### config.mk
export PLATFORM = sky130hd
export DESIGN_NAME = pin_crossbar
export DESIGN_NICKNAME = d
export VERILOG_FILES = /design/src/rtl/pin_crossbar.sv
export SDC_FILE = /design/constraint.sdc
export NUM_CORES = 2
export LEC_CHECK = 0
export BUFFER_PORTS_ARGS = -buffer_cell sky130_fd_sc_hd__buf_2
export CORE_AREA = 4 4 321 323
export DETAILED_ROUTE_END_ITERATION = 16
export DIE_AREA = 0 0 325 327
export GPL_TIMING_DRIVEN = 0
export PLACE_DENSITY_LB_ADDON = 0.2
export SLEW_MARGIN = 5
export SYNTH_ARGS = -nofsm -noshare
export SYNTH_HDL_FRONTEND = slang
export SYNTH_SLANG_ARGS = --single-unit
### constraint.sdc
create_clock -name clk -period 20.1 [get_ports clk]
set_input_delay 1.005 -clock clk [delete_from_list [all_inputs] [get_ports clk]]
set_output_delay 1.005 -clock clk [all_outputs]
set_load 0.01 [all_outputs]
### src/rtl/pin_crossbar.sv
module pin_crossbar #(
  parameter int NPORTS = 3,
  parameter int PORT_W = 8,
  parameter int TX_PIN = 4,
  parameter int RX_PIN = 5
) (
  input  logic                                  clk,
  input  logic                                  rst_n,
  input  logic [16:0]                           fn_en,
  input  logic                                  spi_4wire,
  input  logic [NPORTS*PORT_W-1:0]              skip_mask,
  input  logic [NPORTS*PORT_W-1:0]              pin_avail,
  input  logic [NPORTS*PORT_W-1:0]              gpio_out,
  input  logic [NPORTS*PORT_W-1:0]              gpio_oe,
  input  logic [16:0]                           periph_out,
  input  logic [16:0]                           periph_oe,
  input  logic [NPORTS*PORT_W-1:0]              pin_in,
  output logic [NPORTS*PORT_W*5-1:0]            pin_sel,
  output logic [NPORTS*PORT_W-1:0]              pin_out,
  output logic [NPORTS*PORT_W-1:0]              pin_oe,
  output logic [16:0]                           periph_in,
  output logic                                  alloc_ovf
);
  localparam int NPINS   = NPORTS * PORT_W;
  localparam int NFN     = 17;
  localparam int CW      = 5;
  localparam int PW      = $clog2(NPINS);
  localparam int NSS_IDX = 5;

  logic [CW-1:0]  sel     [NPINS];
  logic [PW-1:0]  res_pin [NFN];
  logic [NFN-1:0] res_has;
  logic           miss;

  always_comb begin
    logic [NPINS-1:0] taken;
    logic             found;
    taken   = skip_mask | ~pin_avail;
    res_has = '0;
    miss    = 1'b0;
    found   = 1'b0;
    for (int p = 0; p < NPINS; p++) sel[p] = '0;
    for (int r = 0; r < NFN; r++) res_pin[r] = '0;
    if (fn_en[0]) begin
      taken[TX_PIN] = 1'b1;
      sel[TX_PIN]   = CW'(1);
      res_pin[0]    = PW'(TX_PIN);
      res_has[0]    = 1'b1;
    end
    if (fn_en[1]) begin
      taken[RX_PIN] = 1'b1;
      sel[RX_PIN]   = CW'(2);
      res_pin[1]    = PW'(RX_PIN);
      res_has[1]    = 1'b1;
    end
    for (int r = 2; r < NFN; r++) begin
      if (fn_en[r] && (r != NSS_IDX || spi_4wire)) begin
        found = 1'b0;
        for (int p = 0; p < NPINS; p++) begin
          if (!found && !taken[p]) begin
            found      = 1'b1;
            taken[p]   = 1'b1;
            sel[p]     = CW'(r + 1);
            res_pin[r] = PW'(p);
            res_has[r] = 1'b1;
          end
        end
        if (!found) miss = 1'b1;
      end
    end
  end

  for (genvar p = 0; p < NPINS; p++) begin : g_pin
    logic [CW-1:0] src;
    assign src               = sel[p] - CW'(1);
    assign pin_sel[p*CW +: CW] = sel[p];
    assign pin_out[p] = (sel[p] == '0) ? gpio_out[p] : periph_out[src];
    assign pin_oe[p]  = (sel[p] == '0) ? gpio_oe[p]  : periph_oe[src];

    logic uart_here;
    assign uart_here = (p == TX_PIN && fn_en[0]) || (p == RX_PIN && fn_en[1]);

    assert_skip_free_R5: assert property (@(posedge clk) disable iff (!rst_n)
      skip_mask[p] && !uart_here |-> pin_sel[p*CW +: CW] == '0);
    assert_absent_free_R6: assert property (@(posedge clk) disable iff (!rst_n)
      !pin_avail[p] && !uart_here |-> pin_sel[p*CW +: CW] == '0);
  end

  for (genvar r = 0; r < NFN; r++) begin : g_res
    assign periph_in[r] = res_has[r] ? pin_in[res_pin[r]] : 1'b1;

    logic [NPINS-1:0] hit;
    always_comb
      for (int p = 0; p < NPINS; p++) hit[p] = (pin_sel[p*CW +: CW] == CW'(r + 1));

    assert_single_pin_R4: assert property (@(posedge clk) disable iff (!rst_n)
      $countones(hit) <= 1);
  end

  always_ff @(posedge clk or negedge rst_n)
    if (!rst_n)    alloc_ovf <= 1'b0;
    else if (miss) alloc_ovf <= 1'b1;

  assert_uart_tx_fixed_R3: assert property (@(posedge clk) disable iff (!rst_n)
    fn_en[0] |-> pin_sel[TX_PIN*CW +: CW] == CW'(1));
  assert_uart_rx_fixed_R3: assert property (@(posedge clk) disable iff (!rst_n)
    fn_en[1] |-> pin_sel[RX_PIN*CW +: CW] == CW'(2));
  assert_nss_gated_R7: assert property (@(posedge clk) disable iff (!rst_n)
    !spi_4wire |-> !g_res[NSS_IDX].hit);
  assert_ovf_sticky_R8: assert property (@(posedge clk) disable iff (!rst_n)
    alloc_ovf |=> alloc_ovf);
endmodule

==> impl_metrics.csv <==
group,metric,value,unit
outcome,status,"finished clean",
die,core-area,99900,µm²
die,ios,360,
yosys,yosys_most_used_dff,"dfrtp_1",
sta,hold_viol_final,0,
drt,drtIter0Drc,5918,
critical_path,slowest_delay,1140,ps
cells_and_area,multiInputGateArea,28300,µm²
yosys,yosys_warnings,0,
yosys,synthTopCellsByCount,"nand2_1, nor2_1, a21oi_1",
yosys,avgSynthCellArea,7.02,µm²
die,rows,116,
cells_and_area,fill_cells,11200,
critical_path,cp.arrival,13860,ps
yosys,synthesis.area,29900,µm²
sta,maxSlewHeadroom,2.76,%
cells_and_area,seq_area,25.0,µm²
sta,timing.final.crit_share,74.0,%
clocking,cts_resized,0,
drt,drt_wl_total,198000,µm
sta,fin_crit,14860,ps
yosys,synth_top_area_share,20.0,%
sta,tns,0,ps
die,die-area,106000,µm²
place,hpwlAfterDp,165000,µm
cells_and_area,top_register,"alloc_ovf",
place,dp_slack,5850,ps
critical_path,crit_path_frequent_cell,"nor2_1",
global_route,grt_max_degree,11,
drt,viasPerCell,6.95,
cells_and_area,largest_reg_flops,1,
clocking,hold_buffers,0,
run,maxCapViolCount,0,
drt,post_drt_wl_per_cell,33.5,µm
drt,dr.pass1.iters,7,
clocking,clock_latency,0,ps
critical_path,required,19090,ps
cells_and_area,drive_above_1_share,20.4,%
yosys,netlist_instances,4264,
yosys,synth.largest_area_cell,"mux4_2",
cells_and_area,fin_nets,4825,
global_route,antenna_found_initial,6,
cells_and_area,fin_cells,5926,
global_route,grt_use_total,34.8,%
yosys,yosysUniqueCellTypes,130,
critical_path,cp_slowest_cell,"nor4_1",
sta,setup_viol,0,
place,gp_congestion,1.06,
place,place_inst,5923,
critical_path,rr_worst_depth,8,
yosys,synth_edf_count,0,
yosys,ys_ff_latch,1,
cells_and_area,area_growth,12.1,%
yosys,async_reset_ff_share,100,%
clocking,path_clk_slew,0,ps
clocking,cts_setup_buffers,0,
sta,rsz0062_at_grt,"no",
die,die_x,325,µm
global_route,grt_pass1_vias,37600,
min_path,hold_path.class,"in2async",
global_route,grt_overflow,0,
drt,ant_nets,0,
drt,drcViolationCount,0,
global_route,grt_pass1_wl,275000,µm
yosys,synthTopCellsByArea,"mux4_2, nand2_1, a21oi_1",
sta,worst_slack,5240,ps
place,io_buffers,354,
sta,max_clock_freq,0.0673,GHz
critical_path,crit_path_end_kind,"primary output",
sta,drv_slew,0,
yosys,ys_seq_area_share,0.0836,%
die,initial_core_util,30.0,%
critical_path,worst-path-max-fanout,10,
critical_path,startpoint_type,"primary input",
cells_and_area,top_regs,"alloc_ovf x1",
critical_path,worst-setup-path-type,"in2out",
sta,finClkSkew,0,ps
sta,worst_slew_pin_slew,1450,ps
yosys,yosysMostFrequentCell,"nand2_1",
drt,via_count,41200,
yosys,syn_nets,4462,
die,die_height,327,µm
-- cell type report --
cell class / instances / area share (%)
inverter: 124 / 1.39
antenna: 3 / 0.0224
buffer: 305 / 3.82
sequential: 1 / 0.0746
tap: 1298 / 4.84
timing repair buffer: 361 / 5.45
multi-input combinational: 3834 / 84.4
-- cell usage in the layout, fill, tap and decap left out, types with 63 or more instances in the layout --
cell / synthesis / final
nand2_1: 501 / 501
nor2_1: 442 / 442
buf_2: 52 / 406
a21oi_1: 354 / 352
o21ai_0: 316 / 316
mux4_2: 266 / 266
clkbuf_1: 215 / 215
nand3_1: 158 / 158
nor3_1: 145 / 145
mux2i_1: 132 / 132
inv_1: 118 / 118
o211ai_1: 81 / 81
a211oi_1: 65 / 64
a31oi_1: 65 / 64
o22ai_1: 63 / 63
-- layer usage --
layer	share of wire (%)	routed length, µm	global-route usage, %	up-vias
li1	-	-	-	17600
met1	39	77600	45.8	20400
met2	42	84000	53.1	2689
met3	12	22900	7.90	463
met4	6.9	13700	18.8	2
met5	0.0076	15	0	-
-- stage by stage --
stage	util, %	hold WS, ps	instance area (µm²)
floorplan	-	709	29900
global placement	33.4	807	33300
detailed placement	33.6	808	33500
CTS	33.6	808	33500
global route	33.6	804	33600
finish	33.6	797	33600
-- cells by family (layout without fill, tap and decap cells) --
logic type                 Yosys count  after routing  synth area share (%)
and+or+nand+nor                   1671           1671                  27.0
AOI/OAI and AO/OA                 1589           1589                  36.6
muxes                              440            440                  26.0
buffers and inverters              429            790                  5.83
adders and majority gates           81             81                  2.94
xor gates and xnor gates            53             53                  1.55
DFF                                  1              1                0.0835
other                                0              3                     0
-- worst max-delay path: cells and delay by family --
| family | cells | cell delay (ps) |
|---|---|---|
| buffers and inverters | 5 | 1220 |
| AND/OR/NAND/NOR | 11 | 4590 |
| adder cells (fa/ha/maj) | 2 | 560 |
| XOR/XNOR | 2 | 660 |
| AO/OA/AOI/OAI | 14 | 5790 |
-- final timing paths --
check,from,slack (ps),endpoint
setup / recovery,fn_en[1],5240,pin_oe[23]
hold / removal,rst_n,800,alloc_ovf
setup reg to reg,alloc_ovf,17810,alloc_ovf
hold reg to reg,alloc_ovf,1490,alloc_ovf
max in group asynchronous,rst_n,19200,alloc_ovf
min in group clk,alloc_ovf,1490,alloc_ovf
